`src/rtl/mmu_pkg.sv`:
```
package mmu_pkg;

    typedef enum logic [1:0] {
        ACC_READ  = 2'd0,
        ACC_WRITE = 2'd1,
        ACC_FETCH = 2'd2
    } acc_e;

    typedef enum logic [1:0] {
        FLT_ABSENT = 2'd0,
        FLT_READ   = 2'd1,
        FLT_WRITE  = 2'd2,
        FLT_EXEC   = 2'd3
    } cause_e;

    typedef enum logic [1:0] {
        ST_IDLE,
        ST_LOOKUP,
        ST_WALK_REQ,
        ST_WALK_WAIT
    } state_e;

    // permission vector order inside the block: bit0 read, bit1 write, bit2 execute
    localparam int PERM_W = 3;

endpackage

```
`src/rtl/mmu_perm.sv`:
```
module mmu_perm
    import mmu_pkg::*;
(
    input  logic              present,
    input  logic [1:0]        kind,
    input  logic [PERM_W-1:0] perm,
    output logic              fault,
    output cause_e            cause
);

    always_comb begin
        fault = 1'b0;
        cause = FLT_ABSENT;
        if (!present) begin
            fault = 1'b1;
        end else begin
            unique case (kind)
                ACC_READ: begin
                    if (!perm[0]) begin
                        fault = 1'b1;
                        cause = FLT_READ;
                    end
                end
                ACC_WRITE: begin
                    if (!perm[1]) begin
                        fault = 1'b1;
                        cause = FLT_WRITE;
                    end
                end
                default: begin
                    if (!perm[2]) begin
                        fault = 1'b1;
                        cause = FLT_EXEC;
                    end
                end
            endcase
        end
    end

endmodule

```
`src/rtl/mmu_tlb.sv`:
```
module mmu_tlb
    import mmu_pkg::*;
#(
    parameter int SETS  = 4,
    parameter int WAYS  = 4,
    parameter int TAG_W = 6,
    parameter int PPN_W = 6
) (
    input  logic                     clk,
    input  logic                     rst_n,
    input  logic                     flush,
    input  logic [$clog2(SETS)-1:0]  lk_idx,
    input  logic [TAG_W-1:0]         lk_tag,
    output logic                     hit,
    output logic [PPN_W-1:0]         hit_ppn,
    output logic [PERM_W-1:0]        hit_perm,
    input  logic                     fill_en,
    input  logic [$clog2(SETS)-1:0]  fill_idx,
    input  logic [TAG_W-1:0]         fill_tag,
    input  logic [PPN_W-1:0]         fill_ppn,
    input  logic [PERM_W-1:0]        fill_perm
);

    localparam int IDX_W = $clog2(SETS);
    localparam int WAY_W = (WAYS > 1) ? $clog2(WAYS) : 1;

    logic [SETS-1:0]              set_hit;
    logic [SETS-1:0][PPN_W-1:0]   set_ppn;
    logic [SETS-1:0][PERM_W-1:0]  set_perm;

    for (genvar s = 0; s < SETS; s++) begin : g_set
        logic [WAYS-1:0]     vld_q;
        logic [TAG_W-1:0]    tag_q  [WAYS];
        logic [PPN_W-1:0]    ppn_q  [WAYS];
        logic [PERM_W-1:0]   perm_q [WAYS];
        logic [WAY_W-1:0]    rr_q;
        logic [WAY_W-1:0]    vic;
        logic                wr;
        logic                h;
        logic [PPN_W-1:0]    p;
        logic [PERM_W-1:0]   pm;

        assign wr = fill_en && !flush && (fill_idx == IDX_W'(s));

        // lowest invalid way, else the round-robin pointer
        always_comb begin
            vic = rr_q;
            for (int w = WAYS - 1; w >= 0; w--) begin
                if (!vld_q[w]) vic = WAY_W'(w);
            end
        end

        always_ff @(posedge clk or negedge rst_n) begin
            if (!rst_n) begin
                vld_q <= '0;
                rr_q  <= '0;
            end else if (flush) begin
                vld_q <= '0;
            end else if (wr) begin
                vld_q[vic] <= 1'b1;
                if (&vld_q) begin
                    rr_q <= (rr_q == WAY_W'(WAYS - 1)) ? '0 : rr_q + 1'b1;
                end
            end
        end

        always_ff @(posedge clk) begin
            if (wr) begin
                tag_q[vic]  <= fill_tag;
                ppn_q[vic]  <= fill_ppn;
                perm_q[vic] <= fill_perm;
            end
        end

        always_comb begin
            h  = 1'b0;
            p  = '0;
            pm = '0;
            for (int w = 0; w < WAYS; w++) begin
                if (vld_q[w] && (tag_q[w] == lk_tag)) begin
                    h  = 1'b1;
                    p  = ppn_q[w];
                    pm = perm_q[w];
                end
            end
        end

        assign set_hit[s]  = h;
        assign set_ppn[s]  = p;
        assign set_perm[s] = pm;
    end

    assign hit      = set_hit[lk_idx];
    assign hit_ppn  = set_ppn[lk_idx];
    assign hit_perm = set_perm[lk_idx];

endmodule

```
`src/rtl/mmu_xlate.sv`:
```
module mmu_xlate
    import mmu_pkg::*;
#(
    parameter int VA_W       = 14,
    parameter int PA_W       = 12,
    parameter int PAGE_BYTES = 64,
    parameter int TLB_SETS   = 4,
    parameter int TLB_WAYS   = 4
) (
    input  logic                     clk,
    input  logic                     rst_n,
    input  logic                     req_valid,
    output logic                     req_ready,
    input  logic [VA_W-1:0]          req_vaddr,
    input  logic [1:0]               req_kind,
    output logic                     rsp_valid,
    output logic [PA_W-1:0]          rsp_paddr,
    output logic                     flt_valid,
    output logic [1:0]               flt_cause,
    input  logic                     ptb_we,
    input  logic [PA_W-1:0]          ptb_wdata,
    output logic                     pt_rd_valid,
    input  logic                     pt_rd_ready,
    output logic [PA_W-1:0]          pt_rd_addr,
    input  logic                     pt_rsp_valid,
    input  logic [PA_W-$clog2(PAGE_BYTES)+3:0] pt_rsp_data
);

    localparam int OFF_W = $clog2(PAGE_BYTES);
    localparam int VPN_W = VA_W - OFF_W;
    localparam int PPN_W = PA_W - OFF_W;
    localparam int IDX_W = $clog2(TLB_SETS);
    localparam int TAG_W = VPN_W - IDX_W;
    localparam int PTE_W = PPN_W + 4;

    state_e              state_q, state_d;
    logic [VA_W-1:0]     va_q;
    logic [1:0]          kind_q;
    logic [PA_W-1:0]     base_q;
    logic [PA_W-1:0]     walk_addr_q;
    logic                drop_q;

    logic [VPN_W-1:0]    vpn;
    logic [IDX_W-1:0]    idx;
    logic [TAG_W-1:0]    tag;

    logic                tlb_hit;
    logic [PPN_W-1:0]    tlb_ppn;
    logic [PERM_W-1:0]   tlb_perm;

    logic [PPN_W-1:0]    pte_ppn;
    logic                pte_present;
    logic [PERM_W-1:0]   pte_perm;

    logic                in_lookup;
    logic                chk_present;
    logic [PERM_W-1:0]   chk_perm;
    logic [PPN_W-1:0]    sel_ppn;
    logic                chk_fault;
    cause_e              chk_cause;
    logic                fill_en;
    logic                accept;
    logic                finish;

    assign vpn = va_q[VA_W-1:OFF_W];
    assign idx = vpn[IDX_W-1:0];
    assign tag = vpn[VPN_W-1:IDX_W];

    assign pte_ppn     = pt_rsp_data[PPN_W-1:0];
    assign pte_present = pt_rsp_data[PPN_W];
    assign pte_perm    = pt_rsp_data[PTE_W-1:PPN_W+1];

    assign in_lookup   = (state_q == ST_LOOKUP);
    assign chk_present = in_lookup ? 1'b1     : pte_present;
    assign chk_perm    = in_lookup ? tlb_perm : pte_perm;
    assign sel_ppn     = in_lookup ? tlb_ppn  : pte_ppn;

    assign accept = req_valid && (state_q == ST_IDLE);
    assign finish = (in_lookup && tlb_hit) ||
                    ((state_q == ST_WALK_WAIT) && pt_rsp_valid);
    assign fill_en = (state_q == ST_WALK_WAIT) && pt_rsp_valid &&
                     !chk_fault && !drop_q && !ptb_we;

    mmu_tlb #(
        .SETS  (TLB_SETS),
        .WAYS  (TLB_WAYS),
        .TAG_W (TAG_W),
        .PPN_W (PPN_W)
    ) u_tlb (
        .clk       (clk),
        .rst_n     (rst_n),
        .flush     (ptb_we),
        .lk_idx    (idx),
        .lk_tag    (tag),
        .hit       (tlb_hit),
        .hit_ppn   (tlb_ppn),
        .hit_perm  (tlb_perm),
        .fill_en   (fill_en),
        .fill_idx  (idx),
        .fill_tag  (tag),
        .fill_ppn  (pte_ppn),
        .fill_perm (pte_perm)
    );

    mmu_perm u_perm (
        .present (chk_present),
        .kind    (kind_q),
        .perm    (chk_perm),
        .fault   (chk_fault),
        .cause   (chk_cause)
    );

    // next-state logic
    always_comb begin
        state_d = state_q;
        unique case (state_q)
            ST_IDLE:      if (req_valid)    state_d = ST_LOOKUP;
            ST_LOOKUP:    state_d = tlb_hit ? ST_IDLE : ST_WALK_REQ;
            ST_WALK_REQ:  if (pt_rd_ready)  state_d = ST_WALK_WAIT;
            ST_WALK_WAIT: if (pt_rsp_valid) state_d = ST_IDLE;
            default:      state_d = ST_IDLE;
        endcase
    end

    // state register
    always_ff @(posedge clk or negedge rst_n) begin
        if (!rst_n) state_q <= ST_IDLE;
        else        state_q <= state_d;
    end

    // registered outputs and request context
    always_ff @(posedge clk or negedge rst_n) begin
        if (!rst_n) begin
            rsp_valid   <= 1'b0;
            rsp_paddr   <= '0;
            flt_valid   <= 1'b0;
            flt_cause   <= '0;
            va_q        <= '0;
            kind_q      <= '0;
            base_q      <= '0;
            walk_addr_q <= '0;
            drop_q      <= 1'b0;
        end else begin
            rsp_valid <= 1'b0;
            flt_valid <= 1'b0;
            if (accept) begin
                va_q   <= req_vaddr;
                kind_q <= req_kind;
                drop_q <= 1'b0;
            end
            if (in_lookup) begin
                walk_addr_q <= base_q + PA_W'(vpn);
            end
            if (finish) begin
                if (chk_fault) begin
                    flt_valid <= 1'b1;
                    flt_cause <= chk_cause;
                end else begin
                    rsp_valid <= 1'b1;
                    rsp_paddr <= {sel_ppn, va_q[OFF_W-1:0]};
                end
            end
            if (ptb_we) begin
                base_q <= ptb_wdata;
                if (state_q != ST_IDLE) drop_q <= 1'b1;
            end
        end
    end

    assign req_ready   = (state_q == ST_IDLE);
    assign pt_rd_valid = (state_q == ST_WALK_REQ);
    assign pt_rd_addr  = walk_addr_q;

endmodule

```
`config.mk`:
```
export PLATFORM = sky130hd
export DESIGN_NAME = mmu_xlate
export DESIGN_NICKNAME = d
export VERILOG_FILES = /design/src/rtl/mmu_pkg.sv /design/src/rtl/mmu_perm.sv /design/src/rtl/mmu_tlb.sv /design/src/rtl/mmu_xlate.sv
export SDC_FILE = /design/constraint.sdc
export NUM_CORES = 1
export LEC_CHECK = 0
export CELL_PAD_IN_SITES_DETAIL_PLACEMENT = 1
export CELL_PAD_IN_SITES_GLOBAL_PLACEMENT = 2
export CORE_UTILIZATION = 46
export DETAILED_ROUTE_END_ITERATION = 6
export DONT_BUFFER_PORTS = 1
export GPL_ROUTABILITY_DRIVEN = 0
export GPL_TIMING_DRIVEN = 0
export PLACE_DENSITY_LB_ADDON = 0.1
export SLEW_MARGIN = 20
export SYNTH_ARGS = -nofsm -noshare
export SYNTH_HDL_FRONTEND = slang
export SYNTH_HIERARCHICAL = 1
export SYNTH_SLANG_ARGS = --single-unit
export TNS_END_PERCENT = 5
```
`constraint.sdc`:
```
create_clock -name clk -period 6.16 [get_ports clk]
set_input_delay 1.232 -clock clk [delete_from_list [all_inputs] [get_ports clk]]
set_output_delay 1.232 -clock clk [all_outputs]
set_load 0.01 [all_outputs]
```
==> results of run 1 <==
-- kinds of logic (layout without fill, tap and decap cells) --
group / after synthesis / in the layout / share of synthesized area (%)
simple gates: 206 / 206 / 7.761
flops: 323 / 323 / 67.75
xor+xnor: 102 / 102 / 6.629
mux: 48 / 48 / 3.908
buf+inv: 59 / 126 / 2.958
compound gates: 176 / 176 / 9.752
fa+ha+maj: 13 / 13 / 1.242
-- worst max-delay path: stages, from the launching register on --
cell and delay (ns):
sky130_fd_sc_hd__dfrtp_2 0.64, sky130_fd_sc_hd__buf_4 0.28, sky130_fd_sc_hd__xnor2_1 0.16, sky130_fd_sc_hd__nand4_1 0.13, sky130_fd_sc_hd__nor4_2 0.47, sky130_fd_sc_hd__nor2b_1 0.20
sky130_fd_sc_hd__buf_2 0.21, sky130_fd_sc_hd__a22oi_1 0.10, sky130_fd_sc_hd__a2111oi_1 0.60, sky130_fd_sc_hd__o32a_1 0.31, sky130_fd_sc_hd__nand2_1 0.07, sky130_fd_sc_hd__nand2_1 0.10
sky130_fd_sc_hd__nand2b_1 0.13, sky130_fd_sc_hd__o211ai_2 0.17, sky130_fd_sc_hd__nor4_4 0.46, sky130_fd_sc_hd__nand2_1 0.19, sky130_fd_sc_hd__nor3b_4 0.35, sky130_fd_sc_hd__o2111ai_1 0.35
sky130_fd_sc_hd__nor2_4 0.50
-- how the worst max path moves through the flow --
| stage | depth (start not counted) | end | start | slack [ns] |
|---|---|---|---|---|
| after global routing | 19 | u_tlb/g_set[2].tag_q[3][4] | va_q[10] | 0.02 |
| after floorplan | 18 | u_tlb/g_set[0].perm_q[1][0] | va_q[9] | 1.27 |
| after CTS | 19 | u_tlb/g_set[3].ppn_q[2][1] | va_q[10] | 0.1 |
| final | 18 | u_tlb/g_set[2].ppn_q[3][3] | va_q[9] | 0.33 |
| after global placement | 18 | u_tlb/g_set[0].ppn_q[1][1] | va_q[9] | -1.54 |
| after detailed placement | 19 | u_tlb/g_set[2].ppn_q[2][3] | va_q[10] | -1.07 |
-- synthesized netlist by cell type (all sizes together), types with 3 or more instances --
library cell | n | share of area (%)
o221a | 7 | 0.58
nor4 | 16 | 0.87
a21o | 14 | 0.77
or3 | 8 | 0.37
clkbuf | 17 | 0.76
o31a | 3 | 0.19
buf | 24 | 1.7
mux2i | 7 | 0.51
nand3 | 4 | 0.15
a221o | 7 | 0.55
a21oi | 21 | 0.77
a221oi | 27 | 1.8
o221ai | 13 | 0.83
o21a | 6 | 0.33
a31oi | 6 | 0.27
edfxtp | 240 | 53
xnor2 | 52 | 3.4
o21ai | 24 | 0.88
nor3 | 17 | 0.62
nand2b | 6 | 0.27
nor2b | 9 | 0.41
a22oi | 4 | 0.22
o211ai | 9 | 0.57
mux2 | 41 | 3.4
and3 | 4 | 0.18
a211oi | 5 | 0.27
nand2 | 58 | 1.6
or4 | 4 | 0.25
inv | 18 | 0.49
and2 | 5 | 0.23
nor2 | 46 | 1.3
o2111ai | 5 | 0.32
nand4 | 21 | 0.96
ha | 12 | 1.1
nor3b | 4 | 0.22
xor2 | 50 | 3.2
o22ai | 15 | 0.68
dfrtp | 83 | 15
-- metrics by stage --
step                      area [um^2]  setup TNS, ns  std cells
after global placement          14180        -215.89       1311
final                           15550              0       1378
after floorplan                 13700              0        927
after detailed placement        14280        -137.20       1316
after global routing            15550              0       1378
after CTS                       15480              0       1377
-- final cells by class --
class                   count  area [um^2]
plain buffers              41        337.8
repair buffers              7        92.59
flip-flops and latches    323         9291
multi-input cells         545         4144
fillers                  2802        13460
clock buffers              47        973.4
inverters                  18        67.56
clock inverters            13        161.4
well taps                 384        480.5
-- power breakdown --
group / internal (uW) / total, uW / switching (uW) / leakage [uW]
Combinational: 654 / 1480 / 829 / 0.00173
Clock: 1270 / 2080 / 805 / 0.000552
Sequential: 2600 / 2930 / 322 / 0.00319
Total: 4530 / 6490 / 1960 / 0.00547
-- sequential cells by signal, summed over array words and instances, names as in the netlist, named ones only --
signal	flops
u_tlb/g_set.ppn_q	96
u_tlb/g_set.tag_q	96
u_tlb/g_set.perm_q	48
u_tlb/g_set.vld_q	16
va_q	14
base_q	12
pt_rd_addr	12
rsp_paddr	12
u_tlb/g_set.rr_q	8
flt_cause	2
kind_q	2
drop_q	1
flt_valid	1
rsp_valid	1
state_q	1
-- timing repair --
item	CTS	global route
buffers inserted	1	1
gates resized for setup	13	9
setup endpoints to repair	247	198
pin swaps	1	1
hold buffers	0	0
-- routing by layer --
| metal | vias to the layer above | wire length (um) |
|---|---|---|
| li1 | 3655 | - |
| met1 | 4177 | 14420 |
| met2 | 194 | 16570 |
| met3 | 48 | 1640 |
| met4 | 2 | 651 |
| met5 | - | 14 |
==> impl_metrics.py, run 1 <==
metrics = {
    "setup_path": {
        "worstReg2RegEnd": "u_tlb/g_set[2].ppn_q[3][3]",
        "critPathKind": "flip-flop to flip-flop",
        "timing.reg2reg.worst_path_depth": 18,
        "regToRegStartpoint": "va_q[9]",
        "timing.critical_path.from_type": "flip-flop",
        "crit_arrival_ns": 5.97,
        "setup_slack_on_the_worst_flop_to_flop_path_ns": 0.33,
        "cp_capture_type": "flip-flop",
        "worst_ep_required_time_ns": 6.30,
        "crit_fanout": 19,
    },
    "synthesis": {
        "sequential_to_total_area_share_from_yosys_stat_pct": 67.75,
        "ys_warn_count": 6,
        "dominant_synthesized_flop_cell": "sky130_fd_sc_hd__edfxtp_1",
        "synth_enable_flop_cells": 240,
        "synth_seq_cells": 323,
        "synth_cells": 927,
        "synth_cell_type_count": 66,
        "syn-cell-area_um2": 13700,
        "ys_async_sr_fraction_pct": 25.70,
        "synth.net_count": 984,
        "average_cell_area_after_synthesis_um2": 14.78,
    },
    "global_routing": {
        "grt_max_degree": 84,
        "number_of_global_route_vias_before_repair": 8822,
        "grt_most_used_layer": "met2",
        "global_route_wire_length_before_repair_um": 51720,
        "antenna_found_initial": 1,
        "grt_use_met3_pct": 3.851,
        "grt_overflow_total": 0,
        "global_route.usage.met2_pct": 38.73,
        "m1_gr_usage_pct": 29.49,
        "globalRouteTotalUtil_pct": 22.54,
    },
    "timing": {
        "layout_worst_path_cycle_share_pct": 94.59,
        "timing.clock.skew_ns": 0.01639,
        "finalSetupViolations": 0,
        "finalWorstSetupSlack_ns": 0.3331,
        "worstMarginPinSlew_ns": 0.8823,
        "hold_viol_final": 0,
        "whs_ns": 0.4097,
        "fmaxAchievable_ghz": 0.1716,
        "timing.slew.headroom_pct": 41.12,
        "min_period_ns": 5.827,
        "setup_repair_after_global_routing_missed_its_margin": "no",
        "finalMaxSlewViolations": 0,
    },
    "layout": {
        "layout.cells.most_common_list": "240 x sky130_fd_sc_hd__edfxtp_1, 77 x sky130_fd_sc_hd__dfrtp_1, 56 x sky130_fd_sc_hd__nand2_1, 50 x sky130_fd_sc_hd__xor2_1, 50 x sky130_fd_sc_hd__xnor2_1",
        "post_route_cells_drive_above_1_share_pct": 17.51,
        "finalNetCount": 1028,
        "flow.area_growth_from_synthesis_pct": 13.47,
        "final_util_pct": 53.59,
        "antenna_cells": 0,
        "final_common_cell": "sky130_fd_sc_hd__edfxtp_1",
    },
    "detailed_routing": {
        "route.detailed.wl_per_inst_um": 24.16,
        "post-route-drc-count": 0,
        "totalWireLength_um": 33300,
        "post_detailed_route_via_to_cell_ratio": 5.861,
        "via_count": 8076,
        "drtAntennaViolNets": 0,
        "initialDrtViolationCount": 517,
        "drt_pre_antenna_iters": 5,
    },
    "power": {
        "design_power_total_uw": 6486,
        "max-vdd-ir-drop_v": 0.0002921,
        "leakage_power_of_the_design_uw": 0.005471,
        "power.density_nw_per_um2": 417.1,
    },
    "cts": {
        "cts_num_sinks": 323,
        "htreeDepth": 2,
        "clkLatencyLatePin_ns": 0.51,
        "numCtsBuffers": 35,
        "clkSlewWorstSetupHoldPaths_ns": 0.06,
        "max-clock-path-buffers": 3,
        "cts_root_buf": "sky130_fd_sc_hd__clkbuf_16",
        "tritoncts": "yes",
    },
    "floorplanning": {
        "core.rowCount": 62,
        "die-height_um": 174.6,
        "placeableCoreArea_um2": 29010,
        "boundaryPins": 74,
        "die_width_um": 174.6,
        "initial_utilization_pct": 47.23,
        "fp.dieArea_um2": 30480,
    },
    "place": {
        "detailedPlacementHpwl_um": 23250,
        "placement.io_buffers": 0,
        "dpl_worst_slack_ns": -1.066,
    },
    "status": {
        "run_status": "complete, no violations",
    },
    "hold_path": {
        "min-delay-path-class": "input pin to async pin",
    },
    "flow_run": {
        "cap_violations": 0,
    },
}
(Power assumes the default switching activity.)
==> inputs of run 2 (changes only) <==
- CORE_MARGIN: default -> 4
==> impl_metrics.py, run 2 (synthesis gave the netlist of run 1 again) <==
metrics = {
    "floorplanning": {
        "fp.dieArea_um2": 32610,
        "initial_utilization_pct": 47.23,
        "boundaryPins": 74,
        "die_width_um": 180.6,
        "die-height_um": 180.6,
        "placeableCoreArea_um2": 29010,
        "core.rowCount": 62,
    },
    "cts": {
        "cts_root_buf": "sky130_fd_sc_hd__clkbuf_16",
        "htreeDepth": 2,
        "clkLatencyLatePin_ns": 0.51,
        "clkSlewWorstSetupHoldPaths_ns": 0.06,
        "cts_num_sinks": 323,
        "max-clock-path-buffers": 3,
        "tritoncts": "yes",
        "numCtsBuffers": 36,
    },
    "setup_path": {
        "cp_capture_type": "flip-flop",
        "worst_ep_required_time_ns": 6.29,
        "timing.critical_path.from_type": "flip-flop",
        "crit_arrival_ns": 5.98,
        "worst_path_dominant_cell_family": "simple AND/OR/NAND/NOR gates",
        "critical_path.most_common_cell": "sky130_fd_sc_hd__nand2_1",
        "timing.reg2reg.worst_path_depth": 20,
        "path_buf_inv": 3,
        "crit_fanout": 19,
        "cp_slowest_stage_delay_ns": 0.68,
        "worstReg2RegEnd": "u_tlb/g_set[1].ppn_q[0][5]",
        "setup_slack_on_the_worst_flop_to_flop_path_ns": 0.30,
        "worstSetupStartpoint": "va_q[10]",
        "critPathKind": "flip-flop to flip-flop",
        "regToRegStartpoint": "va_q[10]",
        "worst_path_max_delay_cell": "sky130_fd_sc_hd__nor2_2",
        "worstPathCellList": "buf_6 > buf_6 > xnor2_1 > nand4_1 > nor4_1 > nor2b_1 > clkbuf_1 > a221oi_1 > o221ai_1 > o311a_1 > nand2_1 > nand2_1 > mux2_1 > o211ai_2 > nor4_4 > nor2b_1 > nand2_1 > nor2_1 > nand2_1 > nor2_2",
    },
    "layout": {
        "finalNetCount": 1029,
        "nFillCells": 2803,
        "reg_top3": "u_tlb/g_set.ppn_q x96, u_tlb/g_set.tag_q x96, u_tlb/g_set.perm_q x48",
        "area.sequential_um2": 9291,
        "antenna_cells": 0,
        "final_util_pct": 53.44,
        "post_route_cells_drive_above_1_share_pct": 17.65,
        "layout.cells.most_common_list": "240 x sky130_fd_sc_hd__edfxtp_1, 77 x sky130_fd_sc_hd__dfrtp_1, 56 x sky130_fd_sc_hd__nand2_1, 50 x sky130_fd_sc_hd__xor2_1, 50 x sky130_fd_sc_hd__xnor2_1",
        "final_common_cell": "sky130_fd_sc_hd__edfxtp_1",
        "stdcell_area_um2": 15500,
        "multiInputGateArea_um2": 4136,
        "flow.area_growth_from_synthesis_pct": 13.15,
    },
    "timing": {
        "setup_repair_after_global_routing_missed_its_margin": "yes",
        "timing.clock.skew_ns": 0.01163,
        "worstMarginPinSlew_ns": 0.8707,
        "hold_viol_final": 0,
        "fmaxAchievable_ghz": 0.1708,
        "whs_ns": 0.4172,
        "finalSetupViolations": 0,
        "finalMaxSlewViolations": 0,
        "min_period_ns": 5.856,
        "finalWorstSetupSlack_ns": 0.3042,
        "layout_worst_path_cycle_share_pct": 95.06,
        "timing.slew.headroom_pct": 41.89,
    },
    "flow_run": {
        "cap_violations": 0,
    },
    "power": {
        "netSwitchingFraction_pct": 30.55,
        "power.clock.fraction_pct": 31.1,
        "power.density_nw_per_um2": 412.7,
        "leakage_power_of_the_design_uw": 0.005452,
        "max-vdd-ir-drop_v": 0.0004273,
        "power.share.sequential_pct": 45.6,
        "power.share.combinational_pct": 23.2,
        "design_power_total_uw": 6399,
        "net-switching-power_uw": 1955,
        "p_int_uw": 4445,
    },
    "detailed_routing": {
        "totalWireLength_um": 33580,
        "route.detailed.wl_per_inst_um": 24.31,
        "post_detailed_route_via_to_cell_ratio": 5.851,
        "initialDrtViolationCount": 446,
        "drtAntennaViolNets": 0,
        "post-route-drc-count": 0,
        "drt_pre_antenna_iters": 5,
        "via_count": 8080,
    },
    "status": {
        "run_status": "complete, no violations",
    },
    "place": {
        "placement.io_buffers": 0,
        "area_of_placed_instances_um2": 14280,
        "dpl_worst_slack_ns": -1.196,
        "detailedPlacementHpwl_um": 23610,
    },
    "global_routing": {
        "grt_overflow_total": 0,
        "grt_max_degree": 84,
        "number_of_global_route_vias_before_repair": 8882,
        "antenna_found_initial": 0,
        "globalRouteTotalUtil_pct": 20.63,
        "global_route_wire_length_before_repair_um": 52800,
    },
    "hold_path": {
        "min-delay-path-class": "input pin to async pin",
    },
}
-- run 2: cell types whose count changed in the layout (fill, tap and decap cells not counted) --
| cell | change |
|---|---|
| sky130_fd_sc_hd__a2111oi_1 | -1 |
| sky130_fd_sc_hd__a2111oi_2 | +1 |
| sky130_fd_sc_hd__bufinv_16 | -3 |
| sky130_fd_sc_hd__clkbuf_1 | +5 |
| sky130_fd_sc_hd__clkbuf_8 | +2 |
| sky130_fd_sc_hd__clkinv_1 | -4 |
| sky130_fd_sc_hd__clkinv_2 | +1 |
| sky130_fd_sc_hd__inv_6 | +2 |
| sky130_fd_sc_hd__nor3b_2 | +1 |
| sky130_fd_sc_hd__nor3b_4 | -1 |
| sky130_fd_sc_hd__nor4_1 | +1 |
| sky130_fd_sc_hd__nor4_2 | -1 |
-- run 2: routing by layer --
layer	vias to the layer above	global-route usage (%)	part of all wire, %
met4	0	4.507	1.8
met2	204	35.18	50
met5	-	0	0
met3	42	4.158	5.5
met1	4182	27.66	42
li1	3652	-	-
-- run 2: stage by stage --
step / cells / TNS, ns
after floorplan: 927 / 0
after global placement: 1311 / -208.63
after detailed placement: 1316 / -177.48
after CTS: 1380 / 0
after global routing: 1381 / -2.582
final: 1381 / 0
-- run 2: layout make-up --
| class | instances | share of cell area (%) |
|---|---|---|
| Multi-Input combinational cell | 545 | 26.68 |
| Tap cell | 384 | 3.099 |
| Sequential cell | 323 | 59.93 |
| Clock buffer | 54 | 6.577 |
| Inverter | 18 | 0.4358 |
| Buffer | 41 | 2.179 |
| Clock inverter | 9 | 0.5084 |
| Timing Repair Buffer | 7 | 0.5972 |
-- run 2: how the worst max path moves through the flow --
stage | to | slack (ns) | cells after the start
final | u_tlb/g_set[1].ppn_q[0][5] | 0.30 | 20
after global routing | u_tlb/g_set[1].ppn_q[1][1] | -0.1 | 20
after CTS | u_tlb/g_set[0].perm_q[1][0] | 0.04 | 20
after detailed placement | u_tlb/g_set[2].ppn_q[2][4] | -1.20 | 18
after global placement | u_tlb/g_set[0].ppn_q[1][0] | -1.51 | 18
after floorplan | u_tlb/g_set[0].perm_q[1][0] | 1.27 | 18
-- run 2: what timing repair did --
action	CTS	global route
pin swaps	1	1
setup endpoints to repair	253	214
cloned	0	0
resized for setup	15	6
setup buffers	1	1
hold buffers	0	0
-- run 2: power groups by stage --
stage / Combinational (uW) / Clock, uW / Sequential [uW]
final: 1490 / 1990 / 2920
after global routing: 1650 / 2150 / 2960
after CTS: 1500 / 2050 / 2930
after global placement: 1420 / 0 / 2960
after floorplan: 1130 / 0 / 2820
after detailed placement: 1480 / 0 / 2970
==> inputs of run 3 (changes only) <==
- CORE_MARGIN: 4 -> 8
- clock period: 6.16 -> 6.3 ns (I/O delays scaled with it)
==> impl_metrics.py, run 3 (synthesis gave the netlist of run 1 again) <==
metrics = {
    "timing": {
        "hold_viol_final": 0,
        "fmaxAchievable_ghz": 0.1683,
        "finalSetupViolations": 0,
        "timing.slew.headroom_pct": 40.59,
        "layout_worst_path_cycle_share_pct": 94.29,
        "worstMarginPinSlew_ns": 0.8901,
        "setup_repair_after_global_routing_missed_its_margin": "yes",
        "finalWorstSetupSlack_ns": 0.3599,
        "whs_ns": 0.4409,
        "min_period_ns": 5.940,
        "finalMaxSlewViolations": 0,
        "timing.clock.skew_ns": 0.01744,
    },
    "setup_path": {
        "worstReg2RegEnd": "u_tlb/g_set[3].ppn_q[2][0]",
        "regToRegStartpoint": "va_q[9]",
        "worstPathCellList": "buf_4 > xnor2_1 > nand4_1 > nor4_2 > nor2b_1 > buf_2 > a22oi_1 > a2111oi_0 > o32a_1 > nand2_1 > nand2_1 > nand2b_1 > o211ai_2 > nor4_4 > nor2b_1 > and3_1 > o2111ai_1 > nor2_2",
        "cp-endpoint": "u_tlb/g_set[3].ppn_q[2][0]",
        "crit_fanout": 19,
        "worst_path_max_delay_cell": "sky130_fd_sc_hd__nor2_2",
        "timing.critical_path.from_type": "flip-flop",
        "setup_slack_on_the_worst_flop_to_flop_path_ns": 0.36,
        "worst_ep_required_time_ns": 6.43,
        "cp_slowest_stage_delay_ns": 0.73,
        "worstSetupStartpoint": "va_q[9]",
        "crit_arrival_ns": 6.07,
        "critPathKind": "flip-flop to flip-flop",
        "timing.reg2reg.worst_path_depth": 18,
        "cp_capture_type": "flip-flop",
    },
    "layout": {
        "stdcell_count": 1390,
        "antenna_cells": 0,
        "post_route_cells_drive_above_1_share_pct": 17.60,
        "finalNetCount": 1029,
        "final_common_cell": "sky130_fd_sc_hd__edfxtp_1",
        "reg_top3": "u_tlb/g_set.ppn_q x96, u_tlb/g_set.tag_q x96, u_tlb/g_set.perm_q x48",
        "layout.cells.most_common_list": "240 x sky130_fd_sc_hd__edfxtp_1, 77 x sky130_fd_sc_hd__dfrtp_1, 56 x sky130_fd_sc_hd__nand2_1, 50 x sky130_fd_sc_hd__xor2_1, 50 x sky130_fd_sc_hd__xnor2_1",
        "flow.area_growth_from_synthesis_pct": 13.53,
        "multiInputGateArea_um2": 4119,
        "area.sequential_um2": 9291,
        "nFillCells": 2880,
    },
    "global_routing": {
        "globalRouteTotalUtil_pct": 19.18,
        "grt_overflow_total": 0,
        "grt_max_degree": 84,
        "antenna_found_initial": 3,
        "global_route_wire_length_before_repair_um": 53080,
        "number_of_global_route_vias_before_repair": 8890,
    },
    "detailed_routing": {
        "initialDrtViolationCount": 509,
        "drt_pre_antenna_iters": 5,
        "route.detailed.wl_per_inst_um": 24.42,
        "post-route-drc-count": 0,
        "via_count": 8134,
        "totalWireLength_um": 33940,
        "drtAntennaViolNets": 0,
        "post_detailed_route_via_to_cell_ratio": 5.852,
    },
    "cts": {
        "max-clock-path-buffers": 3,
        "cts_num_sinks": 323,
        "ctsHoldBuffers": 0,
        "clkLatencyLatePin_ns": 0.52,
        "htreeDepth": 2,
        "cts_root_buf": "sky130_fd_sc_hd__clkbuf_16",
        "numCtsBuffers": 37,
        "clkSlewWorstSetupHoldPaths_ns": 0.05,
        "tritoncts": "yes",
    },
    "hold_path": {
        "min-delay-path-class": "input pin to async pin",
    },
    "flow_run": {
        "cap_violations": 0,
    },
    "power": {
        "max-vdd-ir-drop_v": 0.0002671,
        "power.density_nw_per_um2": 408.7,
        "leakage_power_of_the_design_uw": 0.005481,
    },
    "place": {
        "dp.cells": 1322,
        "placement.io_buffers": 0,
        "detailedPlacementHpwl_um": 23880,
        "dpl_worst_slack_ns": -0.8866,
    },
    "floorplanning": {
        "initial_utilization_pct": 46.48,
        "die_width_um": 188.6,
        "boundaryPins": 74,
        "placeableCoreArea_um2": 29480,
        "fp.dieArea_um2": 35570,
        "die-height_um": 188.6,
        "core.rowCount": 63,
    },
    "status": {
        "run_status": "complete, no violations",
    },
}
run 3: timing repair:
action,CTS,global route
endpoints found under the setup margin,238,205
cloned,0,0
gates resized for setup,11,6
setup buffers,0,1
pin swaps,0,1
run 3: worst min path at each step:
stage,cells past startpoint,to,startpoint,slack [ns]
final,0,base_q[3],rst_n,0.44
after detailed placement,1,va_q[3],va_q[3],0.49
after floorplan,1,va_q[0],va_q[0],0.47
after global routing,0,pt_rd_addr[1],rst_n,0.42
after global placement,1,rsp_paddr[5],va_q[5],0.48
after CTS,0,base_q[3],rst_n,0.42
run 3: worst max-delay path: cells and delay by family (launching register included):
kind	cells	cell delay, ns
AND/OR/NAND/NOR	10	2.81
XOR/XNOR	1	0.13
buffers and inverters	2	0.49
AO/OA/AOI/OAI	5	1.50
flip-flops	1	0.62
run 3: cell type report:
| type | count | area share [%] |
|---|---|---|
| plain buffers | 41 | 2.171 |
| clock inverters | 24 | 1.271 |
| multi-input cells | 545 | 26.48 |
| well taps | 390 | 3.137 |
| inverters | 18 | 0.4343 |
| clock buffers | 43 | 6.297 |
| repair buffers | 6 | 0.4906 |
| flip-flops and latches | 323 | 59.72 |
run 3: through the flow:
| step | setup TNS, ns | instance area, um^2 | util, % | total power, uW |
|---|---|---|---|---|
| floorplan | 0 | 13700 | - | 3869 |
| detailed placement | -87.49 | 14290 | 48.48 | 4352 |
| CTS | 0 | 15500 | 52.58 | 6428 |
| global placement | -180.55 | 14190 | 48.14 | 4285 |
| finish | 0 | 15560 | 52.77 | 6359 |
| global route | -3.191 | 15560 | 52.77 | 6669 |
run 3: report_power, final:
group	leakage, uW	internal (uW)	switching (uW)	total (uW)
clock network	0.000576	1230	815	2050
logic	0.00171	639	816	1460
registers	0.00319	2550	308	2850
total	0.00548	4420	1940	6360
run 3: metal layers:
| metal | up-vias | share of wire [%] | track usage (%) |
|---|---|---|---|
| li1 | 3651 | - | - |
| met4 | 6 | 1.5 | 3.999 |
| met3 | 44 | 6.1 | 4.362 |
| met1 | 4221 | 42 | 24.17 |
| met2 | 212 | 50 | 33.37 |
| met5 | - | 0.11 | 0 |
